<file path="config.mk">
export PLATFORM = sky130hd
export DESIGN_NAME = pll_bw_ctrl
export DESIGN_NICKNAME = d
export VERILOG_FILES = /design/src/rtl/pll_bw_pkg.sv /design/src/rtl/pll_win_meter.sv /design/src/rtl/pll_lock_seq.sv /design/src/rtl/pll_bw_regs.sv /design/src/rtl/pll_bw_ctrl.sv
export SDC_FILE = /design/constraint.sdc
export NUM_CORES = 1
export LEC_CHECK = 0
export ABC_AREA = 1
export BUFFER_PORTS_ARGS = -buffer_cell sky130_fd_sc_hd__buf_2
export CORE_MARGIN = 2
export CORE_UTILIZATION = 40
export CTS_BUF_LIST = sky130_fd_sc_hd__clkbuf_16
export CTS_CLUSTER_SIZE = 8
export DETAILED_ROUTE_END_ITERATION = 8
export MAX_ROUTING_LAYER = met4
export PLACE_DENSITY = 0.58
export SYNTH_ARGS = -nofsm -noshare
export SYNTH_HDL_FRONTEND = slang
export SYNTH_SLANG_ARGS = --single-unit
</file>
<file path="constraint.sdc">
create_clock -name clk -period 5.9 [get_ports clk]
set_input_delay 1.18 -clock clk [delete_from_list [all_inputs] [get_ports clk]]
set_output_delay 1.18 -clock clk [all_outputs]
set_load 0.02 [all_outputs]
</file>
<file path="src/rtl/pll_bw_pkg.sv">
`timescale 1ns/1ps
package pll_bw_pkg;
  // write word, bit 0 upward: manual mode, auto enable, irq enable, flag clear
  typedef struct packed {
    logic flag_clr;
    logic irq_en;
    logic auto_en;
    logic acq;
  } ctl_wr_t;

  // readback bit positions
  localparam int RD_MODE = 0;
  localparam int RD_AUTO = 1;
  localparam int RD_IE   = 2;
  localparam int RD_FLAG = 3;
  localparam int RD_LOCK = 4;
  localparam int RD_W    = 5;
endpackage

</file>
<file path="src/rtl/pll_win_meter.sv">
`timescale 1ns/1ps
module pll_win_meter #(
  parameter int unsigned WIN_LEN = 256,
  parameter int unsigned ERR_W   = 8
) (
  input  logic             clk,
  input  logic             rst_n,
  input  logic             en,
  input  logic             ref_pulse,
  input  logic             fb_pulse,
  output logic             done,
  output logic [ERR_W-1:0] err
);
  localparam int unsigned RW      = $clog2(WIN_LEN);
  localparam int unsigned FW      = $clog2(2*WIN_LEN+1) + 1;
  localparam int unsigned ERR_MAX = (1 << ERR_W) - 1;
  localparam logic [RW-1:0] REF_LAST = RW'(WIN_LEN - 1);
  localparam logic [FW-1:0] WIN_F    = FW'(WIN_LEN);

  logic [RW-1:0]    ref_cnt;
  logic [FW-1:0]    fb_cnt, fb_next, diff;
  logic             last;
  logic [ERR_W-1:0] err_next;

  always_comb begin
    fb_next = (fb_cnt == '1) ? fb_cnt : fb_cnt + FW'(fb_pulse);
    last    = ref_pulse && (ref_cnt == REF_LAST);
    diff    = (fb_next >= WIN_F) ? (fb_next - WIN_F) : (WIN_F - fb_next);
    if (32'(diff) > ERR_MAX) err_next = ERR_W'(ERR_MAX);
    else                     err_next = ERR_W'(diff);
  end

  always_ff @(posedge clk) begin
    if (!rst_n || !en) begin
      ref_cnt <= '0;
      fb_cnt  <= '0;
      done    <= 1'b0;
      err     <= '0;
    end else if (last) begin
      ref_cnt <= '0;
      fb_cnt  <= '0;
      done    <= 1'b1;
      err     <= err_next;
    end else begin
      ref_cnt <= ref_cnt + RW'(ref_pulse);
      fb_cnt  <= fb_next;
      done    <= 1'b0;
    end
  end

  AST_DONE_ON_REF: assert property (@(posedge clk) disable iff (!rst_n)
    done |-> $past(ref_pulse));
  AST_DONE_SINGLE: assert property (@(posedge clk) disable iff (!rst_n)
    done |=> !done);
  AST_EN_LOW_IDLE: assert property (@(posedge clk) disable iff (!rst_n)
    !en |=> !done);
endmodule

</file>
<file path="src/rtl/pll_lock_seq.sv">
`timescale 1ns/1ps
module pll_lock_seq #(
  parameter int unsigned ERR_W     = 8,
  parameter int unsigned TRACK_TOL = 8,
  parameter int unsigned LOCK_TOL  = 2,
  parameter int unsigned LOCK_RUNS = 2
) (
  input  logic             clk,
  input  logic             rst_n,
  input  logic             en,
  input  logic             done,
  input  logic [ERR_W-1:0] err,
  input  logic             auto_en,
  output logic             lock,
  output logic             auto_track
);
  localparam int unsigned GW = $clog2(LOCK_RUNS + 1);
  localparam logic [GW-1:0] GOOD_MAX  = GW'(LOCK_RUNS);
  localparam logic [GW-1:0] GOOD_NEED = GW'(LOCK_RUNS - 1);

  logic [GW-1:0] good_cnt;
  logic          big_err, fine_err;

  always_comb begin
    big_err  = 32'(err) > TRACK_TOL;
    fine_err = 32'(err) <= LOCK_TOL;
  end

  always_ff @(posedge clk) begin
    if (!rst_n || !en) begin
      lock       <= 1'b0;
      auto_track <= 1'b0;
      good_cnt   <= '0;
    end else if (done) begin
      if (big_err) begin
        lock     <= 1'b0;
        good_cnt <= '0;
        if (auto_en) auto_track <= 1'b0;
      end else begin
        if (auto_en) auto_track <= 1'b1;
        if (fine_err) begin
          if (good_cnt >= GOOD_NEED) lock <= 1'b1;
          if (good_cnt != GOOD_MAX) good_cnt <= good_cnt + 1'b1;
        end else begin
          good_cnt <= '0;
        end
      end
    end
  end

  AST_LOCK_AFTER_WINDOW: assert property (@(posedge clk) disable iff (!rst_n)
    $rose(lock) |-> $past(done));
  AST_BIG_ERR_UNLOCK: assert property (@(posedge clk) disable iff (!rst_n)
    (en && done && big_err) |=> !lock);
  AST_DISABLE_CLEAR: assert property (@(posedge clk) disable iff (!rst_n)
    !en |=> (!lock && !auto_track));
  AST_MANUAL_HOLD: assert property (@(posedge clk) disable iff (!rst_n)
    (en && !auto_en) |=> $stable(auto_track));
endmodule

</file>
<file path="src/rtl/pll_bw_regs.sv">
`timescale 1ns/1ps
module pll_bw_regs
  import pll_bw_pkg::*;
(
  input  logic    clk,
  input  logic    rst_n,
  input  logic    wr_en,
  input  ctl_wr_t wr_word,
  input  logic    lock,
  output logic    sw_acq,
  output logic    auto_en,
  output logic    irq_en,
  output logic    flag,
  output logic    irq
);
  logic lock_prev, lock_chg, clr_req;

  always_comb begin
    lock_chg = lock ^ lock_prev;
    clr_req  = wr_en && wr_word.flag_clr;
    irq      = flag && irq_en;
  end

  always_ff @(posedge clk) begin
    if (!rst_n) begin
      sw_acq    <= 1'b0;
      auto_en   <= 1'b0;
      irq_en    <= 1'b0;
      flag      <= 1'b0;
      lock_prev <= 1'b0;
    end else begin
      lock_prev <= lock;
      if (wr_en) begin
        sw_acq  <= wr_word.acq;
        auto_en <= wr_word.auto_en;
        irq_en  <= wr_word.irq_en;
      end
      flag <= (flag && !clr_req) || lock_chg;
    end
  end

  AST_FLAG_SET: assert property (@(posedge clk) disable iff (!rst_n)
    (lock != lock_prev) |=> flag);
  AST_FLAG_STICKY: assert property (@(posedge clk) disable iff (!rst_n)
    (flag && !clr_req) |=> flag);
  AST_FLAG_CLEARED: assert property (@(posedge clk) disable iff (!rst_n)
    (clr_req && (lock == lock_prev)) |=> !flag);
endmodule

</file>
<file path="src/rtl/pll_bw_ctrl.sv">
`timescale 1ns/1ps
module pll_bw_ctrl
  import pll_bw_pkg::*;
#(
  parameter int unsigned WIN_LEN   = 256,
  parameter int unsigned ERR_W     = 8,
  parameter int unsigned TRACK_TOL = 8,
  parameter int unsigned LOCK_TOL  = 2,
  parameter int unsigned LOCK_RUNS = 2
) (
  input  logic            clk,
  input  logic            rst_n,
  input  logic            pll_en,
  input  logic            ref_pulse,
  input  logic            fb_pulse,
  input  logic            vco_selected,
  input  logic            reg_wr,
  input  logic [3:0]      reg_wdata,
  output logic [RD_W-1:0] reg_rdata,
  output logic            track_mode,
  output logic            vco_safe,
  output logic            pll_irq,
  output logic            lost_lock
);
  ctl_wr_t          wr_word;
  logic             win_done;
  logic [ERR_W-1:0] win_err;
  logic             lock, auto_track;
  logic             sw_acq, auto_en, irq_en, flag;

  assign wr_word = ctl_wr_t'(reg_wdata);

  pll_win_meter #(.WIN_LEN(WIN_LEN), .ERR_W(ERR_W)) u_meter (
    .clk(clk), .rst_n(rst_n), .en(pll_en),
    .ref_pulse(ref_pulse), .fb_pulse(fb_pulse),
    .done(win_done), .err(win_err)
  );

  pll_lock_seq #(
    .ERR_W(ERR_W), .TRACK_TOL(TRACK_TOL),
    .LOCK_TOL(LOCK_TOL), .LOCK_RUNS(LOCK_RUNS)
  ) u_seq (
    .clk(clk), .rst_n(rst_n), .en(pll_en),
    .done(win_done), .err(win_err), .auto_en(auto_en),
    .lock(lock), .auto_track(auto_track)
  );

  pll_bw_regs u_regs (
    .clk(clk), .rst_n(rst_n), .wr_en(reg_wr), .wr_word(wr_word),
    .lock(lock), .sw_acq(sw_acq), .auto_en(auto_en),
    .irq_en(irq_en), .flag(flag), .irq(pll_irq)
  );

  always_comb begin
    track_mode         = auto_en ? auto_track : sw_acq;
    vco_safe           = lock;
    reg_rdata          = '0;
    reg_rdata[RD_MODE] = track_mode;
    reg_rdata[RD_AUTO] = auto_en;
    reg_rdata[RD_IE]   = irq_en;
    reg_rdata[RD_FLAG] = flag;
    reg_rdata[RD_LOCK] = lock;
  end

  always_ff @(posedge clk) begin
    if (!rst_n) lost_lock <= 1'b0;
    else        lost_lock <= vco_selected && !lock;
  end

  AST_SAFE_ONLY_LOCKED: assert property (@(posedge clk) disable iff (!rst_n)
    (lost_lock && $past(vco_selected)) |-> !$past(vco_safe));
  AST_IRQ_NEEDS_FLAG: assert property (@(posedge clk) disable iff (!rst_n)
    pll_irq |-> reg_rdata[RD_FLAG]);
endmodule

</file>
==> results of run 1 <==
## critical path: stages
cell	delay, ns
buf_2	0.08
ha_1	0.18
ha_1	0.25
inv_1	0.08
nor2_2	0.14
nand2_1	0.08
nand2_1	0.06
nand2_1	0.09
nor2_4	0.18
inv_1	0.07
ha_1	0.18
inv_1	0.07
nand4_1	0.24
nand3_1	0.17
nand3_1	0.08
nand2_1	0.06
nand2_1	0.05
## sequential cells by signal (all words and copies together), names as in the netlist, 2 cells and up
signal	cells
u_meter.ref_cnt	8
u_meter.err	8
u_meter.fb_cnt	11
u_seq.good_cnt	2
## synth_stat cells
cell	count
nor2_8	1
nor3_1	4
nand3_2	3
nand4_1	9
nor2_1	41
nor4_1	1
inv_1	57
buf_2	2
a21boi_0	1
nand2_2	2
a211oi_1	1
buf_4	6
nand3b_1	3
ha_1	9
nand3_1	35
nor2_4	2
nor3b_1	1
nand2_1	89
nor2_2	2
nand2_4	3
xor2_1	2
dfxtp_1	38
o21ai_1	1
a21oi_1	11
clkbuf_1	1
o21ai_0	10
xnor2_1	4
## cell type report
class	instances	area share
clock inverter	3	0.00649
inverter	57	0.0854
tap	72	0.0359
sequential	38	0.304
multi-input combinational	235	0.478
timing repair buffer	20	0.0409
clock buffer	5	0.0499
## how the worst max path moves through the flow
stage,endpoint,cells after the start
3_5_place_dp,u_meter.err[4],17
4_1_cts,u_meter.err[4],17
5_1_grt,u_meter.err[2],18
3_3_place_gp,u_meter.err[4],17
2_1_floorplan,u_meter.err[7],16
6_report,u_meter.err[1],17
## routing by layer
layer	wire, um	part of all wire	track usage
met5	0	0	-
met4	62	0.014	0.0544
met3	150	0.034	0.0345
met2	1950	0.44	0.247
met1	2240	0.51	0.213
## metrics by stage
stage	hold slack, ns	instances	util
floorplan	0.424	339	-
global placement	0.442	422	0.435
global route	0.470	430	0.461
detailed placement	0.440	422	0.435
CTS	0.455	430	0.461
finish	0.453	430	0.461
## placed cells by master, fill, tap and decap left out
master | Yosys | layout
nand4_1 | 9 | 9
nor4_1 | 1 | 1
nor2_4 | 2 | 2
buf_2 | 2 | 19
o21ai_1 | 1 | 1
clkinvlp_4 | 0 | 1
nor2_2 | 2 | 2
nand3_2 | 3 | 3
dfxtp_1 | 38 | 38
o21ai_0 | 10 | 10
buf_4 | 6 | 1
a21oi_1 | 11 | 11
inv_1 | 57 | 57
xor2_1 | 2 | 2
nor3b_1 | 1 | 1
clkinv_1 | 0 | 1
nand3b_1 | 3 | 3
a21boi_0 | 1 | 1
a211oi_1 | 1 | 1
clkinv_2 | 0 | 1
nor2_1 | 41 | 41
nand3_1 | 35 | 35
nor2_8 | 1 | 1
xnor2_1 | 4 | 4
nor3_1 | 4 | 4
ha_1 | 9 | 9
nand2_2 | 2 | 2
clkbuf_16 | 0 | 5
nand2_1 | 89 | 89
nand2_4 | 3 | 3
## kinds of logic after synthesis
logic type                 after synthesis  share of synthesized area
and+or+nand+nor                        196                      0.407
buffers and inverters                   66                      0.122
DFF                                     38                      0.341
AOI/OAI and AO/OA                       24                     0.0561
adders and majority gates                9                     0.0505
xor gates and xnor gates                 6                     0.0236
## power groups by stage
stage	registers, uW	clock network [uW]	logic (uW)
after floorplan	267	0	36.2
after detailed placement	267	0	48.7
final	261	256	48.0
after global routing	262	277	55.8
after global placement	267	0	48.4
after CTS	261	264	48.8
==> impl_metrics.tcl, run 1 <==
set metrics [dict create \
    status "complete, no violations" \
    numCtsBuffers 5 \
    postCtsHoldBufs 0 \
    syn_area_per_cell_um2 6.58 \
    cts.sinks 38 \
    crit_required_ns 6.07 \
    synthTopCellsByArea "dfxtp_1, nand2_1, inv_1" \
    clockPowerShare 0.453 \
    start_kind "input pin" \
    p_int_uw 432 \
    clock_latency_ns 0.27 \
    maxCapViolCount 0 \
    setup_ws_ns 2.84 \
    hold_end "u_meter.err[6]" \
    grt.total_usage 0.162 \
    die_area_um2 6190 \
    hold_violations 0 \
    pre_cts_ws_ns 2.55 \
    die_y_um 78.7 \
    multi_input_area_um2 1200 \
    powerDensity_nw_per_um2 226 \
    yosys_warnings 0 \
    pin_count 20 \
    row_count 27 \
    cts_tree "yes" \
    netlist_area_um2 2230 \
    crit_type "input pin to register" \
    diodes 0 \
    slew_viol_final 0 \
    sw_frac_of_total 0.237 \
    synth_cell_types 27 \
    gp_congestion 0.836 \
    final-seq-area_um2 761 \
    syn_inst 339 \
    wl_per_cell_um 10.2 \
    synth_top_area_cell "dfxtp_1" \
    crit_fanout 6 \
    synth-seq-cells 38 \
    layout_min_cycle_time_ns 3.06 \
    cts_setup_buffers 0 \
    power_switching_uw 134 \
    hp-start "u_meter.err[6]" \
    clock.fmax_mhz 326 \
    postLayoutCellArea_um2 2510 \
    grt_overflow_total 0 \
    p_seq_frac 0.462 \
    die_x_um 78.7 \
    final.fill_count 560 \
    totalWireLength_um 4400 \
    whs_path_depth 2 \
    startpoint "fb_pulse" \
    clock_skew_ns 0.00351 \
    end_kind "register" \
    num-nets-final 377 \
    vias 2003 \
    post-dp-hpwl_um 3370 \
    cp_data_arrival_time_ns 3.24 \
    totalPowerFinal_uw 565 \
    slew_headroom 0.604 \
    synth_top_cell_area_share 0.341 \
    r2r_cells 14 \
    dr.first_iter.drc_count 94 \
    syn-num-nets 359 \
    drc_errors 0 \
    rr_endpoint "u_meter.err[3]" \
    p_leak_uw 0.00118 \
    antenna_found_initial 0 \
    initial_core_util 0.410 \
    clockBufferDepth 2 \
    numPortBuffers 19 \
    avgViaCountPerCell 4.66 \
    holdCritPathClass "register to register" \
    h-tree-depth 2 \
    setup_viol 0 \
    grt_pass1_vias 1829 \
    cts_resized 0 \
    layout-drive-gt1-share 0.112 \
    grt_pass1_wl_um 7790 \
    root_buffer "clkbuf_16" \
    core_um2 5440 \
    grt_max_degree 18 \
    first_pass_iters 4 \
    tightest_slew_ns 0.592 \
    placed_area_um2 2360 \
    ys_seq_area_frac 0.341 \
    vdd_drop_max_mv 0.140 \
    grt_setup_unrepaired "no" \
    clk_pin_slew_ns 0.06 \
    area_growth_pct 12.3 \
    finalCritPeriodShare 0.519 \
    comb_power_share 0.085 \
    reg2reg_slack_ns 3.23 \
    antenna_left 0 \
    setup_tns_ns 0 \
    reg2reg_from "u_meter.fb_cnt[7]" \
]
Power figures use the tool's default switching activity.
==> run 2, diff against run 1 <==
--- a/config.mk
+++ b/config.mk
@@ -5,7 +5,7 @@
 export SDC_FILE = /design/constraint.sdc
 export NUM_CORES = 1
 export LEC_CHECK = 0
-export ABC_AREA = 1
+export ABC_AREA = 0
 export BUFFER_PORTS_ARGS = -buffer_cell sky130_fd_sc_hd__buf_2
 export CORE_MARGIN = 2
 export CORE_UTILIZATION = 40
@@ -13,7 +13,7 @@
 export CTS_CLUSTER_SIZE = 8
 export DETAILED_ROUTE_END_ITERATION = 8
 export MAX_ROUTING_LAYER = met4
-export PLACE_DENSITY = 0.58
+export PLACE_DENSITY = 0.61
 export SYNTH_ARGS = -nofsm -noshare
 export SYNTH_HDL_FRONTEND = slang
 export SYNTH_SLANG_ARGS = --single-unit
==> constraint.sdc (replaced) <==
create_clock -name clk -period 2.6 [get_ports clk]
set_input_delay 0.52 -clock clk [delete_from_list [all_inputs] [get_ports clk]]
set_output_delay 0.52 -clock clk [all_outputs]
set_load 0.02 [all_outputs]
==> run 2 against run 1 <==
  * Worst setup slack got worse by 2.7 ns
  * Utilization rose by 4.9 points
  * Total power rose to 2.6 times the previous value
  * Clock power rose to 3.1 times the previous value
  * Synthesized area fell by 10%
  * Non-clock buffer count rose by 16
  * Critical path depth fell by 7
  * Global-route usage rose by 0.46 points
  * First-iteration DRC count rose by 26%
  * Critical endpoint unchanged
==> impl_metrics.tcl, run 2 <==
set metrics [dict create \
    status "complete, no violations" \
    totalPowerFinal_uw 1460 \
    crit_fanout 8 \
    grt_overflow_total 0 \
    end_kind "register" \
    pre_cts_ws_ns -0.172 \
    cp_common_cell "ha_1" \
    holdCritPathClass "input pin to register" \
    cp_data_arrival_time_ns 2.59 \
    reg2reg_slack_ns 0.17 \
    crit_type "register to register" \
    h-tree-depth 2 \
    ys_seq_area_frac 0.379 \
    largest_reg_flops 11 \
    synth_cell_types 43 \
    layout-drive-gt1-share 0.219 \
    cts.sinks 38 \
    clock_skew_ns 0.00847 \
    maxCapViolCount 0 \
    antenna_found_initial 0 \
    yosys_warnings 0 \
    path_buf_inv 2 \
    syn-num-nets 257 \
    die_x_um 74.8 \
    synth_top_flop_cell "dfxtp_1" \
    row_count 25 \
    vdd_drop_max_mv 0.364 \
    clock.fmax_mhz 411 \
    synthTopCellsByArea "dfxtp_1, nor2_1, ha_1" \
    grt_setup_unrepaired "no" \
    hp-start "vco_selected" \
    vias 1690 \
    clock_latency_ns 0.28 \
    initial_core_util 0.419 \
    layout_min_cycle_time_ns 2.43 \
    largest_registers "u_meter.fb_cnt (11), u_meter.err (8), u_meter.ref_cnt (8)" \
    synth_commonest_cells "dfxtp_1, nor2_1, a21oi_1" \
    path_delay_family "adder cells" \
    async_flop_share 0 \
    p_leak_uw 0.00103 \
    hold_violations 0 \
    path_cells "ha_1 -> ha_2 -> and3_2 -> nand3_1 -> o21ai_2 -> inv_1 -> ha_1 -> o41ai_4 -> buf_4 -> a21oi_1" \
    slowest_stage "dfxtp_1" \
    dr.first_iter.drc_count 118 \
    cpPeakStageDelay_ns 0.37 \
    wl_per_cell_um 12.1 \
    grt_max_degree 17 \
    start_kind "register" \
    first_pass_iters 4 \
    syn_inst 237 \
    r2r_cells 10 \
    mostFrequentLayoutCell "dfxtp_1" \
    synth_top_area_cell "dfxtp_1" \
    synth_top_cell_area_share 0.379 \
    numCtsBuffers 5 \
    gp_congestion 0.895 \
    postCtsHoldBufs 0 \
    antenna_left 0 \
    grt_pass1_vias 1549 \
    core_um2 4790 \
    final_cell_mix "dfxtp_1, nor2_1, a21oi_1, nand2_1, buf_2" \
    grt.total_usage 0.166 \
    netlist_area_um2 2010 \
    numPortBuffers 19 \
    synth.most_common_cell "dfxtp_1" \
    post-dp-hpwl_um 3050 \
    rr_endpoint "u_meter.err[1]" \
    setup_ws_ns 0.167 \
    syn_area_per_cell_um2 8.47 \
    setup_viol 0 \
    synth-seq-cells 38 \
    area_growth_pct 21.6 \
    num-nets-final 289 \
    tightest_slew_ns 0.610 \
    diodes 0 \
    crit_required_ns 2.76 \
    cts_tree "yes" \
    pin_count 20 \
    root_buffer "clkbuf_16" \
    powerDensity_nw_per_um2 598 \
    final.fill_count 444 \
    whs_path_depth 3 \
    finalCritPeriodShare 0.936 \
    avgViaCountPerCell 5.01 \
    top_register "u_meter.fb_cnt" \
    slew_headroom 0.592 \
    clockBufferDepth 2 \
    synth_edf_count 0 \
    reg2reg_from "u_meter.fb_cnt[0]" \
    totalWireLength_um 4080 \
    hold_end "lost_lock" \
    die_y_um 74.8 \
    grt_pass1_wl_um 6950 \
    drc_errors 0 \
    clk_pin_slew_ns 0.06 \
    slew_viol_final 0 \
    die_area_um2 5600 \
]
-- run 2: cell count changes after synthesis, sizes merged, moves of 6 or more --
cell	previous run	this run
and3	0	6
a21oi	11	22
inv	57	9
nand3	38	11
nor2	46	31
nand2	94	20
o21ai	11	17
-- run 2: where the power goes --
part	total [uW]	internal, uW	switching (uW)	leakage (uW)
clock network	784	551	233	0.0000940
registers	593	588	4.42	0.000307
logic	82.1	37.0	45.1	0.000628
total	1460	1180	283	0.00103
-- run 2: cells by family (layout without fill, tap and decap cells) --
logic type	Yosys count	in the layout	share of synthesized area
multiplexers	7	7	0.0380
AND/OR/NAND/NOR	93	93	0.234
AO/OA/AOI/OAI	56	56	0.178
adder cells (fa/ha/maj)	9	9	0.0561
flip-flops	38	38	0.379
XOR/XNOR	14	14	0.0611
buffers and inverters	20	53	0.0542
-- run 2: per-layer routing --
metal,GRT usage,vias to the layer above,part of all wire,wire length (um)
li1,-,903,-,-
met1,0.217,772,0.52,2130
met2,0.253,13,0.45,1820
met3,0.0442,2,0.024,99
met4,0.0476,0,0.0076,31
met5,-,-,0,0
-- run 2: timing repair --
item                                   in CTS  in global routing
buffers inserted                            0                  1
endpoints found under the hold margin       0                  0
setup endpoints to repair                   0                  8
gates resized for setup                     0                  2
-- run 2: how the worst max path moves through the flow --
stage	startpoint	to	cells after the start
after floorplan	fb_pulse	u_meter.err[0]	10
after global placement	fb_pulse	u_meter.err[6]	10
after detailed placement	fb_pulse	u_meter.err[1]	10
after CTS	u_meter.fb_cnt[0]	u_meter.err[1]	9
after global routing	u_meter.fb_cnt[0]	u_meter.err[0]	10
final	u_meter.fb_cnt[0]	u_meter.err[1]	10
-- run 2: layout make-up --
cell class | count | area (um^2) | area share
clock inverter | 3 | 68.8 | 0.0282
multi-input combinational | 179 | 1140 | 0.469
clock buffer | 5 | 125 | 0.0513
inverter | 9 | 33.8 | 0.0138
timing repair buffer | 36 | 223 | 0.0913
sequential | 38 | 761 | 0.312
tap | 67 | 83.8 | 0.0344
-- run 2: worst min-delay path, cell delays in order --
cell and delay (ns):
buf_2 0.10, nand2_1 0.04, nor2_1 0.03
-- run 2: through the flow --
step	cell area (um^2)	TNS, ns	hold WS, ns	utilization	instances
after floorplan	2010	0	0.433	-	237
after global placement	2230	-0.783	0.448	0.467	328
after detailed placement	2230	-1.29	0.453	0.467	328
after CTS	2430	0	0.453	0.507	336
after global routing	2440	0	0.486	0.510	337
final	2440	0	0.456	0.510	337
==> run 3, diff against run 2 <==
--- a/config.mk
+++ b/config.mk
@@ -7,6 +7,7 @@
 export LEC_CHECK = 0
 export ABC_AREA = 0
 export BUFFER_PORTS_ARGS = -buffer_cell sky130_fd_sc_hd__buf_2
+export CORE_ASPECT_RATIO = 2
 export CORE_MARGIN = 2
 export CORE_UTILIZATION = 40
 export CTS_BUF_LIST = sky130_fd_sc_hd__clkbuf_16
==> run 3 against run 2 <==
  * Sequential power is essentially flat
  * Count of clock-buffer cells in the layout stayed put
  * Global-route usage is 2.6 points higher
  * Die area grew 0.62%
  * Sequential cell count unchanged
  * Cell area up 0.36%
  * Fmax up 2.1%
  * Utilization shrank 0.65 points
  * Clock skew shrank 0.0045 ns
  * Non-clock buffer count increased by 3
  * Critical path type unchanged
  * Critical endpoint is now u_meter.err[0]
==> impl_metrics.tcl, run 3 (synthesis results as in run 2) <==
set metrics [dict create \
    status "complete, no violations" \
    slew_viol_final 0 \
    clock.fmax_mhz 420 \
    core_um2 4860 \
    dr.first_iter.drc_count 18 \
    h-tree-depth 2 \
    layout-drive-gt1-share 0.231 \
    cts_setup_buffers 0 \
    cp_data_arrival_time_ns 2.55 \
    end_kind "register" \
    clockBufferDepth 2 \
    grt_max_degree 17 \
    rr_endpoint "u_meter.err[0]" \
    setup_viol 0 \
    p_int_uw 1170 \
    finalCritPeriodShare 0.917 \
    die_x_um 54.1 \
    wl_per_cell_um 13.8 \
    cts_tree "yes" \
    gp_congestion 0.862 \
    slew_headroom 0.594 \
    top_register "u_meter.fb_cnt" \
    cts.sinks 38 \
    reg2reg_slack_ns 0.22 \
    avgViaCountPerCell 5.38 \
    first_pass_iters 4 \
    hold_slack_ns 0.455 \
    holdCritPathClass "input pin to register" \
    grt_setup_unrepaired "no" \
    slowest_stage "dfxtp_2" \
    vdd_drop_max_mv 0.406 \
    cts_resized 0 \
    totalWireLength_um 4570 \
    crit_fanout 8 \
    die_area_um2 5630 \
    mostFrequentLayoutCell "dfxtp_1" \
    area_growth_pct 22.0 \
    largest_reg_flops 11 \
    drc_errors 0 \
    reg2reg_from "u_meter.fb_cnt[0]" \
    p_seq_frac 0.410 \
    totalPowerFinal_uw 1440 \
    maxCapViolCount 0 \
    pin_count 20 \
    grt_overflow_total 0 \
    startpoint "u_meter.fb_cnt[0]" \
    power_switching_uw 272 \
    layout_min_cycle_time_ns 2.38 \
    powerDensity_nw_per_um2 590 \
    clock_skew_ns 0.00397 \
    grt.total_usage 0.192 \
    placed_area_um2 2250 \
    path_cells "ha_2 -> ha_2 -> and3_2 -> nand3_1 -> o21ai_2 -> inv_1 -> ha_1 -> o41ai_4 -> buf_4 -> a21oi_1" \
    diodes 0 \
    cp-endpoint "u_meter.err[0]" \
    row_count 36 \
    cpPeakStageDelay_ns 0.36 \
    num-nets-final 292 \
    p_leak_uw 0.00104 \
    crit_type "register to register" \
    hold_violations 0 \
    root_buffer "clkbuf_16" \
    tightest_slew_ns 0.607 \
    antenna_found_initial 0 \
    numPortBuffers 19 \
    antenna_left 0 \
    clk_pin_slew_ns 0.05 \
    vias 1774 \
    r2r_cells 10 \
    final_cell_mix "dfxtp_1, nor2_1, a21oi_1, nand2_1, buf_4" \
    cp_common_cell "ha_2" \
    numCtsBuffers 5 \
    clockPowerShare 0.532 \
    die_y_um 104 \
    initial_core_util 0.413 \
    post-dp-hpwl_um 3580 \
    largest_registers "u_meter.fb_cnt (11), u_meter.err (8), u_meter.ref_cnt (8)" \
    crit_required_ns 2.77 \
    postCtsHoldBufs 0 \
    grt_pass1_vias 1752 \
    comb_power_share 0.058 \
    grt_pass1_wl_um 7750 \
    start_kind "register" \
    sw_frac_of_total 0.189 \
    postLayoutCellArea_um2 2450 \
    clock_latency_ns 0.28 \
]
-- run 3: changes by cell type in the layout (fill, tap and decap cells not counted) --
cell      delta
buf_4        +3
clkinv_1     +1
clkinv_4     -1
dfxtp_1      -1
dfxtp_2      +1
ha_1         -1
ha_2         +1
-- run 3: critical path, delay by kind of cell (launching register included) --
family,cells,cell delay (ns)
AO/OA/AOI/OAI,3,0.56
adder cells (fa/ha/maj),3,0.73
buffers and inverters,2,0.27
flip-flops,1,0.36
AND/OR/NAND/NOR,2,0.34
-- run 3: through the flow --
step           std cells  utilization  setup WS [ns]  setup TNS [ns]
5_1_grt              330        0.503         0.0315               0
2_1_floorplan        237            -         0.0237               0
3_3_place_gp         322        0.463        -0.0570          -0.261
3_5_place_dp         322        0.463        -0.0979          -0.708
4_1_cts              330        0.502         0.0822               0
6_report             330        0.503          0.217               0
-- run 3: power groups by stage --
stage               registers [uW]  logic (uW)  clock network, uW
floorplan                      605        56.7                  0
global placement               605        82.8                  0
detailed placement             605        82.3                  0
CTS                            593        84.4                787
global route                   593        95.3                812
finish                         593        83.4                768
-- run 3: worst min-delay path by stage --
stage / slack [ns] / startpoint / end / depth (start not counted)
2_1_floorplan: 0.43 / u_seq.auto_track / u_seq.auto_track / 2
3_3_place_gp: 0.44 / u_seq.auto_track / u_seq.auto_track / 2
3_5_place_dp: 0.46 / u_seq.auto_track / u_seq.auto_track / 2
4_1_cts: 0.45 / vco_selected / lost_lock / 3
5_1_grt: 0.46 / vco_selected / lost_lock / 3
6_report: 0.45 / vco_selected / lost_lock / 3
-- run 3: per-layer routing --
layer	wire length [um]	global-route usage	part of all wire	vias to the layer above
met5	0	-	0	-
li1	-	-	-	907
met4	166	0.104	0.036	0
met2	2640	0.357	0.58	35
met1	1610	0.165	0.35	820
met3	148	0.0345	0.032	12
-- run 3: area by class of cell --
| cell class | count | area (um^2) |
|---|---|---|
| multi-input combinational | 179 | 1150 |
| clock inverter | 3 | 63.8 |
| timing repair buffer | 39 | 245 |
| clock buffer | 5 | 125 |
| sequential | 38 | 762 |
| inverter | 9 | 33.8 |
| tap | 57 | 71.3 |
| fill | 488 | 2420 |
